File: src/rtl/bcd_alarm_pkg.sv
package bcd_alarm_pkg;

   typedef enum logic [2:0] {
      SEL_TALM = 3'd0,
      SEL_CALM = 3'd1,
      SEL_CLR  = 3'd2,
      SEL_IEN  = 3'd3,
      SEL_IDIS = 3'd4
   } alm_sel_e;

   localparam int NUM_FIELDS = 5;
   localparam int ALARM_BIT  = 1;
   localparam int WORD_MIN_W = 32;

   // field index: 0 sec, 1 min, 2 hour, 3 month, 4 date
   function automatic int fld_lsb(input int i);
      case (i)
         0: return 0;
         1: return 8;
         2: return 16;
         3: return 16;
         default: return 24;
      endcase
   endfunction

   function automatic int fld_width(input int i);
      case (i)
         0: return 7;
         1: return 7;
         2: return 6;
         3: return 5;
         default: return 6;
      endcase
   endfunction

   function automatic int fld_en_pos(input int i);
      case (i)
         0: return 7;
         1: return 15;
         2: return 23;
         3: return 23;
         default: return 31;
      endcase
   endfunction

   function automatic bit fld_in_cal(input int i);
      return (i >= 3);
   endfunction

   // bits a stored alarm word keeps: its fields plus their enables
   function automatic logic [31:0] keep_mask(input bit cal);
      logic [31:0] m;
      m = '0;
      for (int i = 0; i < NUM_FIELDS; i++) begin
         if (fld_in_cal(i) == cal) begin
            for (int b = 0; b < fld_width(i); b++)
               m[fld_lsb(i) + b] = 1'b1;
            m[fld_en_pos(i)] = 1'b1;
         end
      end
      return m;
   endfunction

endpackage

File: src/rtl/alm_field_cmp.sv
module alm_field_cmp #(
   parameter int W = 7
) (
   input  logic [W-1:0] want,
   input  logic [W-1:0] have,
   input  logic         en,
   output logic         hit
);
   if (W < 1) begin : g_bad_w
      $error("alm_field_cmp: W must be positive");
   end

   always_comb hit = !en || (want == have);
endmodule

File: src/rtl/alm_regs.sv
module alm_regs
   import bcd_alarm_pkg::*;
#(
   parameter int DATA_W = 32,
   parameter int SEL_W  = 3
) (
   input  logic              clk,
   input  logic              rst_n,
   input  logic              wr_en,
   input  logic [SEL_W-1:0]  wr_sel,
   input  logic [DATA_W-1:0] wr_data,
   output logic [DATA_W-1:0] talm_q,
   output logic [DATA_W-1:0] calm_q,
   output logic              mask_q,
   output logic              clr_req,
   output logic              alarm_wr
);
   localparam logic [DATA_W-1:0] TKEEP = DATA_W'(keep_mask(1'b0));
   localparam logic [DATA_W-1:0] CKEEP = DATA_W'(keep_mask(1'b1));

   logic hit_t, hit_c, hit_clr, hit_ien, hit_idis;

   always_comb begin
      hit_t    = wr_en && (wr_sel == SEL_W'(SEL_TALM));
      hit_c    = wr_en && (wr_sel == SEL_W'(SEL_CALM));
      hit_clr  = wr_en && (wr_sel == SEL_W'(SEL_CLR));
      hit_ien  = wr_en && (wr_sel == SEL_W'(SEL_IEN));
      hit_idis = wr_en && (wr_sel == SEL_W'(SEL_IDIS));
      clr_req  = hit_clr && wr_data[ALARM_BIT];
      alarm_wr = hit_t || hit_c;
   end

   always_ff @(posedge clk) begin
      if (!rst_n) begin
         talm_q <= '0;
         calm_q <= '0;
         mask_q <= 1'b0;
      end else begin
         if (hit_t) talm_q <= wr_data & TKEEP;
         if (hit_c) calm_q <= wr_data & CKEEP;
         if (hit_ien && wr_data[ALARM_BIT])
            mask_q <= 1'b1;
         else if (hit_idis && wr_data[ALARM_BIT])
            mask_q <= 1'b0;
      end
   end
endmodule

File: src/rtl/alm_eval.sv
module alm_eval (
   input  logic clk,
   input  logic rst_n,
   input  logic tick,
   input  logic match,
   input  logic alarm_wr,
   input  logic clr_req,
   output logic flag_q,
   output logic pend_q
);
   logic hit_q;

   always_ff @(posedge clk) begin
      if (!rst_n) begin
         pend_q <= 1'b0;
         hit_q  <= 1'b0;
         flag_q <= 1'b0;
      end else begin
         pend_q <= tick && !alarm_wr;
         hit_q  <= match;
         if (pend_q && hit_q && !alarm_wr)
            flag_q <= 1'b1;
         else if (clr_req)
            flag_q <= 1'b0;
      end
   end
endmodule

File: src/rtl/bcd_alarm_unit.sv
module bcd_alarm_unit
   import bcd_alarm_pkg::*;
#(
   parameter int DATA_W  = 32,
   parameter int SEL_W   = 3,
   parameter bit IRQ_REG = 1'b0
) (
   input  logic              clk,
   input  logic              rst_n,
   input  logic              sec_tick,
   input  logic [DATA_W-1:0] cur_time,
   input  logic [DATA_W-1:0] cur_cal,
   input  logic              wr_en,
   input  logic [SEL_W-1:0]  wr_sel,
   input  logic [DATA_W-1:0] wr_data,
   output logic [DATA_W-1:0] talm_o,
   output logic [DATA_W-1:0] calm_o,
   output logic              alarm_o,
   output logic              mask_o,
   output logic              irq_o
);
   if (DATA_W < WORD_MIN_W) begin : g_bad_data
      $error("bcd_alarm_unit: DATA_W below 32");
   end
   if (SEL_W < 3) begin : g_bad_sel
      $error("bcd_alarm_unit: SEL_W below 3");
   end

   logic [DATA_W-1:0]     talm_q, calm_q;
   logic                  mask_q, clr_req, alarm_wr;
   logic                  eval_pend, flag_q, match;
   logic [NUM_FIELDS-1:0] hit_vec, en_vec;

   alm_regs #(.DATA_W(DATA_W), .SEL_W(SEL_W)) u_regs (
      .clk     (clk),
      .rst_n   (rst_n),
      .wr_en   (wr_en),
      .wr_sel  (wr_sel),
      .wr_data (wr_data),
      .talm_q  (talm_q),
      .calm_q  (calm_q),
      .mask_q  (mask_q),
      .clr_req (clr_req),
      .alarm_wr(alarm_wr)
   );

   for (genvar i = 0; i < NUM_FIELDS; i++) begin : g_fld
      localparam int LSB = fld_lsb(i);
      localparam int W   = fld_width(i);
      localparam int ENP = fld_en_pos(i);
      logic [W-1:0] want, have;
      logic         en;
      if (fld_in_cal(i)) begin : g_cal
         assign want = calm_q[LSB +: W];
         assign have = cur_cal[LSB +: W];
         assign en   = calm_q[ENP];
      end else begin : g_time
         assign want = talm_q[LSB +: W];
         assign have = cur_time[LSB +: W];
         assign en   = talm_q[ENP];
      end
      alm_field_cmp #(.W(W)) u_cmp (
         .want(want),
         .have(have),
         .en  (en),
         .hit (hit_vec[i])
      );
      assign en_vec[i] = en;
   end

   always_comb match = (|en_vec) && (&hit_vec);

   alm_eval u_eval (
      .clk     (clk),
      .rst_n   (rst_n),
      .tick    (sec_tick),
      .match   (match),
      .alarm_wr(alarm_wr),
      .clr_req (clr_req),
      .flag_q  (flag_q),
      .pend_q  (eval_pend)
   );

   if (IRQ_REG) begin : g_irq_reg
      logic irq_q;
      always_ff @(posedge clk) begin
         if (!rst_n) irq_q <= 1'b0;
         else        irq_q <= flag_q && mask_q;
      end
      assign irq_o = irq_q;
   end else begin : g_irq_comb
      assign irq_o = flag_q && mask_q;
   end

   assign talm_o  = talm_q;
   assign calm_o  = calm_q;
   assign alarm_o = flag_q;
   assign mask_o  = mask_q;
endmodule

File: config.mk
export PLATFORM = sky130hd
export DESIGN_NAME = bcd_alarm_unit
export DESIGN_NICKNAME = d
export VERILOG_FILES = /design/src/rtl/bcd_alarm_pkg.sv /design/src/rtl/alm_field_cmp.sv /design/src/rtl/alm_regs.sv /design/src/rtl/alm_eval.sv /design/src/rtl/bcd_alarm_unit.sv
export SDC_FILE = /design/constraint.sdc
export NUM_CORES = 1
export LEC_CHECK = 0
export CORE_AREA = 4 4 83 85
export CTS_CLUSTER_DIAMETER = 100
export DETAILED_ROUTE_END_ITERATION = 7
export DIE_AREA = 0 0 87 89
export PLACE_DENSITY = 0.86
export SKIP_LAST_GASP = 1
export SLEW_MARGIN = 20
export SYNTH_ARGS = -nofsm -noshare
export SYNTH_HDL_FRONTEND = slang
export SYNTH_SLANG_ARGS = --single-unit
File: constraint.sdc
create_clock -name clk -period 3.8 [get_ports clk]
set_input_delay 0.95 -clock clk [delete_from_list [all_inputs] [get_ports clk]]
set_output_delay 0.95 -clock clk [all_outputs]
set_load 0.02 [all_outputs]
==> results of run 1 <==
## registers in the layout (all words and copies together), names as in the netlist
signal         cells
u_eval.flag_q      1
u_regs.talm_q     23
u_eval.hit_q       1
u_regs.calm_q     13
u_eval.pend_q      1
u_regs.mask_q      1
## final cells by class
type / count / area (sq um)
Clock buffer: 8 / 90.1
Fill cell: 594 / 3010
Inverter: 1 / 3.75
Multi-Input combinational cell: 199 / 1110
Sequential cell: 40 / 801
Tap cell: 77 / 96.3
Timing Repair Buffer: 110 / 1090
## path summary, 6_finish.rpt
check	cells past startpoint	slack, ps	endpoint	from
max reg2reg	5	2230	u_eval.hit_q	u_regs.calm_q[27]
min reg2reg	2	470	u_eval.flag_q	u_eval.hit_q
min	2	470	u_eval.flag_q	u_eval.hit_q
max	2	1480	irq_o	u_regs.mask_q
## per-layer routing
layer / routed length, um / share of wire, % / vias up / track usage (%)
met3: 510 / 8.7 / 9 / 4.52
met5: 0 / 0 / - / 0
met2: 2990 / 51 / 78 / 27.1
li1: - / - / 976 / -
met1: 2290 / 39 / 897 / 16.5
met4: 102 / 1.7 / 0 / 5.10
## metrics by stage
stage          worst slack, ps  cells  hold slack [ps]
3_3_place_gp              1160    427              469
3_5_place_dp              1170    427              457
2_1_floorplan             1870    283              440
6_report                  1480    435              471
5_1_grt                   1350    435              497
4_1_cts                   1460    435              472
## logic make-up (layout without fill, tap and decap cells)
group                     count (synthesis)  count (layout)  synth area share (%)
and+or+nand+nor                          96              96                  19.2
AOI/OAI and AO/OA                        44              44                  15.7
buffers and inverters                    44             119                  13.9
DFF                                      40              40                  38.1
xor gates and xnor gates                 31              31                  12.9
other                                     1              28                 0.179
## worst min-delay path, cell delays in order, from the launching register on
cell and delay (ps):
dfxtp_1 300, nand3_1 50, a21boi_0 70
## cell usage in the layout, fill, tap and decap left out, types with 2 or more instances in the layout
| cell | synthesis | layout |
|---|---|---|
| a21boi_0 | 28 | 28 |
| xnor2_1 | 10 | 10 |
| nor3_1 | 2 | 2 |
| dfxtp_1 | 40 | 40 |
| nor2_1 | 2 | 2 |
| nand2_1 | 75 | 75 |
| clkbuf_1 | 7 | 2 |
| xor2_1 | 21 | 21 |
| a21boi_1 | 9 | 9 |
| buf_4 | 33 | 4 |
| nor4_1 | 4 | 4 |
| conb_1 | 1 | 28 |
| o31ai_1 | 2 | 2 |
| nand3_1 | 7 | 7 |
| clkdlybuf4s50_1 | 0 | 106 |
| clkbuf_8 | 0 | 6 |
## report_power, final
part	internal, uW	leakage [uW]	switching (uW)
clock	148	0.0000455	137
sequential	428	0.000324	8.07
combinational	98.7	0.000820	81.3
total	675	0.00119	227
==> impl_metrics.ini, run 1 <==
[power_and_ir_drop]
leakage_uw = 0.00119
powerDensity_mw_per_mm2 = 283
p_total_uw = 902
irDropWorstVdd_mv = 0.173

[outcome]
status = finished, final reports clean

[cts]
cts-resized-gates = 0
clk_latency_ps = 280
path_clk_slew_ps = 70
hold_buffers = 0
cts_num_sinks = 40
h-tree-depth = 2
cts_tree = done
cts_setup_buffers = 0
root_buffer = clkbuf_8
cts_buffer_depth = 2
cts_buffers = 5

[yosys]
yosysTopAreaCellShare_pct = 38.1
syn_area_sq_mm = 0.00210
synth_cell_types = 27
yosysSeqAreaShare_pct = 38.1
synthArstFlopShare_pct = 0
synthFlopType = dfxtp_1
synth_edf_count = 0
synth_area_leaders = dfxtp_1 (38%), nand2_1 (13%), buf_4 (12%), a21boi_0 (10%), xor2_1 (8.8%)
avgSynthCellArea_sq_um = 8.21
synth.largest_area_cell = dfxtp_1
synth_seq_cells = 40
synth_warnings = 0
synthCells = 256
synth_common_cells = nand2_1 (75), dfxtp_1 (40), buf_4 (33), a21boi_0 (28), xor2_1 (21)
yosysMostFrequentCell = nand2_1

[critical_path]
crit_family = buffers and inverters
slowest_stage = clkdlybuf4s50_1
worstPathArrival_ps = 1370
cp-end-kind = primary output
cp-start-kind = register
cp.required_ps = 2850
path_cells = and2_1, clkdlybuf4s50_1
crit_type = register to primary output
cp_num_buf_inv = 1
cp_slowest_stage_delay_ps = 590
cp_max_fo = 4

[global_routing]
grt_pass1_wl_mm = 9.06
grt_pass1_vias = 1912
grt_max_degree = 26
overflow = 0
antenna_found_initial = 0
track_usage_pct = 14.9

[drt]
drtAntennaViolNets = 0
vias = 1960
route.detailed.drc = 0
viasPerCell = 4.51
dr.pass1.iters = 4
wl_per_cell_um = 13.5
dr.first_iter.drc_count = 59
wirelength_mm = 5.89

[floorplanning]
core-area_sq_mm = 0.00620
initial_core_util_pct = 33.9
boundaryPins = 170
die_width_um = 87
die_area_sq_mm = 0.00774
die_h_um = 89
std_cell_rows = 29

[timing]
finalSetupViolCount = 0
final.min_clock_period_ps = 2320
finalSetupTns_ps = 0
fin_crit_sh_pct = 61.2
timing.fmax_ghz = 0.430
slew_viol_final = 0
rsz0062_at_grt = no
fin_skew_ps = 7.05
tightest_slew_ps = 747
hold_violations = 0
relSlewSlack_pct = 50.0

[placed_design]
gp_congestion = 0.772
hpwlAfterDp_mm = 4.60
dpl-instance-area_sq_mm = 0.00310
io_buffers = 106

[final_layout]
final_nets = 460
postLayoutCellArea_sq_mm = 0.00319
final_core_util_pct = 51.4
diodes = 0
layout-drive-gt1-share_pct = 3.35
area_growth_pct = 51.9

[run]
max_cap_violations = 0

[worst_hold_path]
hold_class = register to register
Power figures use the tool's default switching activity.
==> run 2, diff against run 1 <==
CORE_AREA = 4 4 89 91   (was 4 4 83 85)
DIE_AREA = 0 0 93 95   (was 0 0 87 89)
PLACE_DENSITY = 0.79   (was 0.86)
clock period = 2.05 ns   (was 3.8 ns; I/O delays follow)
==> run 2 against run 1 <==
Compared with the run above:
- critical endpoint unchanged
- final area grew 2.1%
- largest cell class is now buffers
- sequential share of layout area shrank 0.52 points
- global-route usage shrank 1.8 points
- cell count grew 5.5%
- worst hold slack is essentially flat
- non-clock buffer count grew 2
- clock power grew 87%
- critical path depth is the same
- power grew 86%
- worst setup slack lost 1300 ps
- first-iteration DRC count grew 6.8%
- combinational power grew 88%
==> impl_metrics.ini, run 2 (same netlist as run 1, synthesis figures left out) <==
[placed_design]
hpwlAfterDp_mm = 4.66
dp_cells = 451
gp_congestion = 0.727
io_buffers = 106

[critical_path]
crit_type = register to primary output
cp-start-kind = register
cp-end-kind = primary output
reg2reg_to = u_eval.hit_q
reg2reg_setup_slack_ps = 580
reg2regPathDepth = 5
cp_max_fo = 4
worstPathArrival_ps = 1380
timing.rr.start = u_regs.calm_q[27]
cp.required_ps = 1540

[cts]
cts_buffers = 5
cts_tree = done
hold_buffers = 0
path_clk_slew_ps = 70
cts_buffer_depth = 2
cts-resized-gates = 0
h-tree-depth = 2
cts_setup_buffers = 0
root_buffer = clkbuf_8
clk_latency_ps = 280
cts_num_sinks = 40

[final_layout]
final_common_cell = clkdlybuf4s50_1
mostFrequentLayoutCells = clkdlybuf4s50_1 (106), nand2_1 (75), dfxtp_1 (40)
area_growth_pct = 55.1
layout-drive-gt1-share_pct = 3.89
diodes = 0
top_register = u_regs.talm_q
largest_register_ffs = 23
final_nets = 462
stdcell_count = 459
largest_registers = u_regs.talm_q: 23 flops, u_regs.calm_q: 13 flops

[outcome]
status = finished, final reports clean

[timing]
fin_skew_ps = 1.44
final.min_clock_period_ps = 1890
timing.hold.ws_ps = 471
fin_crit_sh_pct = 92.1
finalSetupTns_ps = 0
hold_violations = 0
rsz0062_at_grt = no
timing.fmax_ghz = 0.530
slew_viol_final = 0
finalSetupViolCount = 0

[worst_hold_path]
hold_class = register to register
whs_endpoint = u_eval.flag_q
whs_path_depth = 2
hold_start = u_eval.hit_q

[floorplanning]
die_width_um = 93
initial_core_util_pct = 29.4
boundaryPins = 170
core-area_sq_mm = 0.00714
die_area_sq_mm = 0.00884
die_h_um = 95
std_cell_rows = 31

[drt]
viasPerCell = 4.22
wl_per_cell_um = 12.8
drtAntennaViolNets = 0
wirelength_mm = 5.90
dr.pass1.iters = 4
vias = 1937
route.detailed.drc = 0
dr.first_iter.drc_count = 63

[power_and_ir_drop]
irDropWorstVdd_mv = 0.234
powerDensity_mw_per_mm2 = 516
leakage_uw = 0.00121

[global_routing]
overflow = 0
track_usage_pct = 13.1
grt_pass1_wl_mm = 8.99
grt_pass1_vias = 1904
antenna_found_initial = 0
grt_max_degree = 41

[run]
max_cap_violations = 0
-- run 2: cell types whose count changed in the layout (fill, tap and decap cells not counted) --
| cell | change |
|---|---|
| buf_12 | +2 |
-- run 2: worst max-delay path by stage --
stage	from	to	slack (ps)	cells after the start
2_1_floorplan	cur_cal[27]	u_eval.hit_q	550	5
3_3_place_gp	cur_cal[27]	u_eval.hit_q	-60	6
3_5_place_dp	cur_cal[27]	u_eval.hit_q	-90	6
4_1_cts	u_regs.mask_q	irq_o	140	2
5_1_grt	u_regs.mask_q	irq_o	70	2
6_report	u_regs.mask_q	irq_o	160	2
-- run 2: metal layers --
metal	vias up	wire, um	track usage, %
met3	8	544	5.26
met2	71	3020	23.2
met1	881	2270	14.0
met5	-	0	0
met4	0	63	4.76
li1	977	-	-
-- run 2: final cells by class --
cell class	instances	area, sq um
clock buffers	8	90.1
fillers	696	3880
inverters	1	3.75
multi-input cells	199	1110
flip-flops and latches	40	801
well taps	99	124
repair buffers	112	1130
-- run 2: worst max-delay path, stage by stage (launching register included) --
cell and delay, ps:
dfxtp_1 370, and2_1 130, clkdlybuf4s50_1 590
-- run 2: per-stage QoR --
stage               util, %  power [uW]  area [sq um]  worst slack [ps]
floorplan                 -        1010          2200               553
global placement       44.4        1160          3170             -60.0
detailed placement     44.4        1170          3170             -85.4
CTS                    45.7        1710          3260               139
global route           45.7        1780          3260              67.9
finish                 45.7        1680          3260               162
-- run 2: power by group --
group | leakage, uW | total [uW] | switching (uW) | internal [uW]
Combinational | 0.000837 | 339 | 151 | 188
Sequential | 0.000324 | 809 | 15.0 | 794
Clock | 0.0000455 | 533 | 259 | 275
